--- config.mk ---
export PLATFORM = sky130hd
export DESIGN_NAME = sof_watchdog
export DESIGN_NICKNAME = d
export VERILOG_FILES = /design/src/rtl/sof_pkg.sv /design/src/rtl/sof_frame_timer.sv /design/src/rtl/sof_fnum_reg.sv /design/src/rtl/sof_irq_flag.sv /design/src/rtl/sof_watchdog.sv
export SDC_FILE = /design/constraint.sdc
export NUM_CORES = 1
export LEC_CHECK = 0
export ABC_AREA = 0
export BUFFER_PORTS_ARGS = -buffer_cell sky130_fd_sc_hd__buf_2
export CORE_MARGIN = 5
export CORE_UTILIZATION = 43
export DETAILED_ROUTE_END_ITERATION = 16
export PLACE_DENSITY_LB_ADDON = 0.1
export SETUP_SLACK_MARGIN = 0.4
export SYNTH_ARGS = -nofsm -noshare
export SYNTH_HDL_FRONTEND = slang
export SYNTH_SLANG_ARGS = --single-unit
--- constraint.sdc ---
create_clock -name clk -period 4.6 [get_ports clk]
set_clock_uncertainty 0.15 [all_clocks]
set_input_delay 1.38 -clock clk [delete_from_list [all_inputs] [get_ports clk]]
set_output_delay 1.38 -clock clk [all_outputs]
set_load 0.1 [all_outputs]
--- src/rtl/sof_pkg.sv ---
package sof_pkg;
  localparam int FN_W = 11;
  typedef logic [FN_W-1:0] fnum_t;
endpackage

--- src/rtl/sof_frame_timer.sv ---
module sof_frame_timer #(
  parameter int FRAME_CYCLES = 125000,
  parameter int TOL_CYCLES   = 64
) (
  input  logic clk,
  input  logic rst,
  input  logic bus_reset_i,
  input  logic sof_valid_i,
  output logic tick_o,
  output logic armed_o
);
  localparam int LIMIT = FRAME_CYCLES + TOL_CYCLES;
  localparam int CNT_W = $clog2(LIMIT + 1);
  localparam logic [CNT_W-1:0] LAST = CNT_W'(LIMIT - 1);

  logic [CNT_W-1:0] cnt_q;
  logic             armed_q;

  // Counts cycles since the last event, real or substitute
  always_ff @(posedge clk) begin
    if (rst || bus_reset_i) begin
      armed_q <= 1'b0;
      cnt_q   <= '0;
    end else if (sof_valid_i) begin
      armed_q <= 1'b1;
      cnt_q   <= '0;
    end else if (armed_q) begin
      cnt_q <= (cnt_q == LAST) ? '0 : cnt_q + 1'b1;
    end
  end

  assign tick_o  = armed_q && !sof_valid_i && !bus_reset_i && (cnt_q == LAST);
  assign armed_o = armed_q;

  AST_CNT_BOUND: assert property (@(posedge clk) disable iff (rst)
    cnt_q <= LAST);
  AST_IDLE_AFTER_BUS_RESET: assert property (@(posedge clk) disable iff (rst)
    bus_reset_i |=> !tick_o);
  AST_UNARMED_STILL: assert property (@(posedge clk) disable iff (rst)
    (!armed_q && !sof_valid_i) |=> cnt_q == '0);
endmodule

--- src/rtl/sof_fnum_reg.sv ---
module sof_fnum_reg
  import sof_pkg::*;
(
  input  logic  clk,
  input  logic  rst,
  input  logic  clear_i,
  input  logic  load_i,
  input  fnum_t load_val_i,
  input  logic  incr_i,
  output fnum_t fnum_o
);
  fnum_t fnum_q;

  always_ff @(posedge clk) begin
    if (rst || clear_i)  fnum_q <= '0;
    else if (load_i)     fnum_q <= load_val_i;
    else if (incr_i)     fnum_q <= fnum_q + 1'b1; // natural wrap 2047 -> 0
  end

  assign fnum_o = fnum_q;

  AST_LOAD_ON_SOF: assert property (@(posedge clk) disable iff (rst)
    (load_i && !clear_i) |=> fnum_q == $past(load_val_i));
  AST_SYNTH_INCREMENT: assert property (@(posedge clk) disable iff (rst)
    (incr_i && !load_i && !clear_i) |=> fnum_q == fnum_t'($past(fnum_q) + 1'b1));
  AST_BUS_RESET_ZERO: assert property (@(posedge clk) disable iff (rst)
    clear_i |=> fnum_q == '0);
endmodule

--- src/rtl/sof_irq_flag.sv ---
module sof_irq_flag (
  input  logic clk,
  input  logic rst,
  input  logic set_i,
  input  logic clr_i,
  input  logic en_i,
  output logic flag_o,
  output logic irq_o
);
  logic flag_q;

  // Set has priority over a coincident write-one clear
  always_ff @(posedge clk) begin
    if (rst)        flag_q <= 1'b0;
    else if (set_i) flag_q <= 1'b1;
    else if (clr_i) flag_q <= 1'b0;
  end

  assign flag_o = flag_q;
  assign irq_o  = flag_q & en_i;

  AST_FLAG_SET: assert property (@(posedge clk) disable iff (rst)
    set_i |=> flag_q);
  AST_FLAG_CLEAR: assert property (@(posedge clk) disable iff (rst)
    (clr_i && !set_i) |=> !flag_q);
  AST_FLAG_STICKY: assert property (@(posedge clk) disable iff (rst)
    (!set_i && !clr_i) |=> flag_q == $past(flag_q));
endmodule

--- src/rtl/sof_watchdog.sv ---
module sof_watchdog
  import sof_pkg::*;
#(
  parameter int FRAME_CYCLES = 125000,
  parameter int TOL_CYCLES   = 64
) (
  input  logic        clk,
  input  logic        rst,
  input  logic        bus_reset_i,
  input  logic        sof_valid_i,
  input  logic [10:0] sof_fnum_i,
  input  logic        irq_clr_i,
  input  logic        irq_en_i,
  output logic        frame_strobe_o,
  output logic        synth_o,
  output logic        sof_flag_o,
  output logic        irq_o,
  output logic [10:0] fnum_o
);
  logic tick;
  logic armed;
  logic real_ev;
  logic any_ev;
  logic strobe_q;
  logic synth_q;

  assign real_ev = sof_valid_i && !bus_reset_i;
  assign any_ev  = real_ev || tick;

  sof_frame_timer #(
    .FRAME_CYCLES(FRAME_CYCLES),
    .TOL_CYCLES  (TOL_CYCLES)
  ) u_timer (
    .clk        (clk),
    .rst        (rst),
    .bus_reset_i(bus_reset_i),
    .sof_valid_i(sof_valid_i),
    .tick_o     (tick),
    .armed_o    (armed)
  );

  sof_fnum_reg u_fnum (
    .clk       (clk),
    .rst       (rst),
    .clear_i   (bus_reset_i),
    .load_i    (real_ev),
    .load_val_i(fnum_t'(sof_fnum_i)),
    .incr_i    (tick),
    .fnum_o    (fnum_o)
  );

  sof_irq_flag u_flag (
    .clk   (clk),
    .rst   (rst),
    .set_i (any_ev),
    .clr_i (irq_clr_i),
    .en_i  (irq_en_i),
    .flag_o(sof_flag_o),
    .irq_o (irq_o)
  );

  always_ff @(posedge clk) begin
    if (rst) begin
      strobe_q <= 1'b0;
      synth_q  <= 1'b0;
    end else begin
      strobe_q <= any_ev;
      synth_q  <= tick;
    end
  end

  assign frame_strobe_o = strobe_q;
  assign synth_o        = synth_q;

  AST_SYNTH_NEEDS_ARM: assert property (@(posedge clk) disable iff (rst)
    !armed |=> !synth_q);
  AST_SYNTH_IMPLIES_STROBE: assert property (@(posedge clk) disable iff (rst)
    synth_q |-> strobe_q);
  AST_REAL_BEATS_TIMEOUT: assert property (@(posedge clk) disable iff (rst)
    real_ev |=> !synth_q);
  AST_STROBE_PULSE: assert property (@(posedge clk) disable iff (rst)
    strobe_q |-> sof_flag_o || $past(irq_clr_i));
endmodule

## Word-level counts from Yosys, hierarchy flattened

Index checks and enable logic that the tools add are counted.
W data, S select, Z words.

| cells by class | value |
|---|---|
| $add $sub $neg | 2 |
| equality and inequality tests | 1 |
| mux-type cells | 5 |
| bitwise gates (word level) | 1 |
| reduce and logical (&&, ||, !) cells | 11 |

Operators with widths:

| kind | number |
|---|---|
| $mux W11 | 2 |
| $add A17 B1 Y17 const B | 1 |
| $eq A17 B17 Y1 const B | 1 |
| $mux W17 | 1 |
| $add A11 B1 Y11 const B | 1 |
| $logic_and A1 B1 Y1 | 4 |
| $reduce_bool A2 Y1 | 2 |
| $logic_not A1 Y1 | 2 |
| $logic_or A1 B1 Y1 | 2 |
| $mux W1 | 2 |
| $reduce_or A2 Y1 | 1 |
| $and A1 B1 Y1 | 1 |

| storage, ports and cells | value |
|---|---|
| bits in registers | 32 |
| bits of input ports | 17 |
| output and inout port bits | 15 |

## Longest topological paths before layout

| depth | value |
|---|---|
| word-level depth | 6 |
| mapped depth | 8 |
| depth with buffers taken out | 6 |

## Modules after synthesis

From an unflattened synthesis, not the netlist that was laid out.

| unflattened totals | value |
|---|---|
| cells, all modules | 174 |
| area total of the unflattened synthesis | 1566.5 µm² |

By module, submodules not included:

| module | instances | cells each | area an instance (µm²) | seq. area each (µm²) |
|---|---|---|---|---|
| sof_frame_timer | 1 | 95 | 864.6 | 360.3 |
| sof_fnum_reg | 1 | 66 | 579.3 | 220.2 |
| sof_watchdog | 1 | 8 | 77.6 | 40.0 |
| sof_irq_flag | 1 | 5 | 45.0 | 20.0 |

## Least setup slack after synthesis

No wires, ideal clock.

| timing path | value |
|---|---|
| path kind | in2out |
| start point | input port irq_en_i |
| end point | output port irq_o |
| data arrival time | 2.117 ns |
| data required time | 3.070 ns |
| slack | 0.953 ns |
| stages | 1 |
| cell sequence | and2_1 |

| on the way | value |
|---|---|
| longest elaborated chain between the ends | 1 |

Ends and longest elaborated chain:

| item | RTL line | RTL |
|---|---|---|
| start, declared | sof_watchdog.sv:13 | `input logic irq_en_i,` |
| $and A1 B1 Y1 | sof_irq_flag.sv:20 | `assign irq_o = flag_q & en_i;` |
| end, declared | sof_watchdog.sv:17 | `output logic irq_o,` |

No other way between the ends.

## Worst setup path after layout

Same ends and word-level chain as after synthesis.

==> metrics.csv <==
stage;metric;value;unit
pwr;pwr dens;327;nW/um^2
clock_tree;Clock Latency Late Sink;0.29;ns
clock_tree;Sink Count;32;
yosys;synthesized cell area;1580;um^2
yosys;area leader, netlist;dfxtp_1;
sta;Slew Limit Fails;0;
yosys;Post-synth ARST share;0;
die;Die Y;70.7;um
sta;Final setup viols;0;
grt;antenna violations before repair;0;
layout;fin util;0.521;
sta;Least-Margin Pin Slew;0.577;ns
pwr;Lkg Pwr;0.730;nW
placement;Post-Place Cells;253;
job;MaxCap Viol Count;0;
drt;DR iter-0 viols;79;
status;status;finished clean;
layout;final instance area;1880;um^2
setup_path;Critical Path Start Type;primary input;
grt;vias in the first global route;1272;
yosys;Post-synth EDFFs;0;
drt;Via Count;1361;
die;Initial Util;0.439;
sta;Final min period;3.51;ns
die;Die Wd;70.7;um
layout;# fillers;357;
yosys;Yosys top cell area share;0.405;
yosys;Syn Inst Count;179;
clock_tree;# hold bufs at CTS;0;
setup_path;CP Class;in -> out;
min_path;Worst Hold Class;reg -> reg;
pwr;Psw;0.157;mW
clock_tree;Clock transition at path regs;0.06;ns
setup_path;Crit. End Element;primary output;
layout;Area growth syn-to-layout;18.7;%
yosys;Post-synth top flop;dfxtp_1;
layout;share of cells above drive strength 1;0.225;
drt;first-pass iteration count of the detailed router;4;
grt;largest net degree at the start of global routing;18;
sta;Max Clock Freq;285;MHz
yosys;Synth Warn #;0;
placement;PortBufs;31;
sta;final hold violation count;0;
drt;Post-route DRC;0;
die;die area;4990;um^2
sta;RSZ-0062 raised after global routing;false;
layout;Non-Filler Instances;261;
pwr;worst ir drop on vdd;0.166;mV
drt;vias per cell;5.21;
yosys;Area contributors post-synth;dfxtp_1 (40%), xor2_1 (7.7%), nor2_1 (6.6%);
clock_tree;setup bufs post-CTS;0;
die;number of core rows;22;
clock_tree;H-tree levels;2;
drt;Total Wirelength;3.34;mm
placement;DP HPWL;2.47;mm
clock_tree;CTS tree;built;
sta;Slew headroom;0.612;
setup_path;Arr. time, crit path;1.98;ns
clock_tree;PostCTS Resize Cnt;0;
pwr;clock share of power;0.430;
grt;total grt overflow;0;
yosys;Syn Nets;198;
setup_path;crit path max fanout;1;
die;core footprint;3610;um^2
yosys;count of cell types in the netlist;37;
sta;setup_tns;0;ns
setup_path;Worst Path Required;3.07;ns
placement;routability cong.;0.801;
drt;WL per Instance;12.8;um
pwr;Int Pwr;0.458;mW
pwr;Reg power frac;0.467;
clock_tree;Root Driver;clkbuf_8;
yosys;syn avg cell area;8.84;um^2
pwr;Total Power;0.614;mW
pwr;Sw Share;0.255;
die;Ports;32;
pwr;Logic pwr share;0.103;
grt;first-pass GRT wire length;5.64;mm
clock_tree;CTS buffer count;5;
clock_tree;clock tree buffer depth;2;
sta;crit share post-route;0.762;
placement;Placed Area;1770;um^2
yosys;post-synthesis sequential element count;32;
yosys;sequential share of the synthesized area;0.405;
layout;nets@finish;231;
drt;Post-DRT Antenna Nets;0;
grt;GR Util All Layers;0.142;
layout;n_diodes;0;
==> per-layer routing <==
metal  GRT usage  routed length (um)
met1       0.180                1560
met2       0.217                1510
met3      0.0497                 210
met4      0.0626                  61
met5           0                   0
==> through the flow <==
step | hold WS (ns) | setup WS (ns)
after floorplan | 0.322 | 0.953
after global placement | 0.339 | 1.10
after detailed placement | 0.346 | 1.09
after CTS | 0.366 | 1.09
after global routing | 0.392 | 1.05
final | 0.361 | 1.09
==> placed cells by master (no fill, tap or decap), types with 2 or more instances in the layout <==
| cell type | n |
|---|---|
| or2_2 | 2 |
| mux2i_1 | 4 |
| buf_2 | 31 |
| nor2_1 | 28 |
| nand4_1 | 10 |
| nand2b_1 | 2 |
| xor2_1 | 14 |
| ha_1 | 2 |
| o22ai_1 | 2 |
| and3_1 | 8 |
| nand2_1 | 10 |
| and2_1 | 3 |
| nand3_1 | 7 |
| clkbuf_8 | 5 |
| nor3_1 | 7 |
| o21ai_0 | 6 |
| xnor2_1 | 9 |
| dfxtp_1 | 32 |
| a21oi_1 | 10 |
==> worst max-delay path, stage by stage <==
cell,delay (ns)
buf_2,0.07
and2_1,0.11
buf_2,0.42
==> kinds of logic (layout without fill, tap and decap cells) <==
family	Yosys count	count (layout)	synth area share
mux	4	4	0.0253
compound gates	24	24	0.0941
simple gates	89	89	0.316
xor+xnor	23	23	0.127
fa+ha+maj	2	2	0.0158
buf+inv	5	39	0.0166
flops	32	32	0.405
==> power by group through the flow <==
stage | registers, mW | clock network (mW) | logic, mW
finish | 0.287 | 0.264 | 0.0631
global route | 0.288 | 0.283 | 0.0670
CTS | 0.287 | 0.273 | 0.0634
detailed placement | 0.293 | 0 | 0.0633
global placement | 0.293 | 0 | 0.0627
floorplan | 0.320 | 0 | 0.0211
==> cells in the mapped netlist, types with 2 or more instances <==
cell      count
a21oi_1      10
nand3_1       7
buf_4         2
ha_1          2
nand2b_1      2
mux2i_1       4
nor2_1       28
nand4_1      10
o22ai_1       2
and2_1        3
or2_2         2
dfxtp_1      32
nor3_1        7
xnor2_1       9
and3_1        8
clkbuf_1      3
o21ai_0       6
xor2_1       14
nand2_1      10
==> sequential cells by signal (all words and copies together) (netlist names) <==
name	flops
u_timer.cnt_q	17
u_fnum.fnum_o	11
frame_strobe_o	1
synth_o	1
u_flag.flag_o	1
u_timer.armed_o	1
==> layout make-up <==
class,instances,area (um^2),area share
tap,48,60.1,0.0320
timing repair buffer,31,155,0.0826
clock buffer,6,72.6,0.0386
sequential,32,641,0.341
multi-input combinational,142,916,0.487
clock inverter,2,35.0,0.0186
==> worst paths after layout <==
check,from,endpoint,slack (ns),depth (start not counted)
worst min register to register,u_fnum.fnum_o[1],u_fnum.fnum_o[1],0.36,2
worst max-delay path,irq_en_i,irq_o,1.09,3
worst min-delay path,u_fnum.fnum_o[1],u_fnum.fnum_o[1],0.36,2
worst max register to register,u_timer.armed_o,u_timer.cnt_q[13],2.38,5
Power figures use the tool's default switching activity.
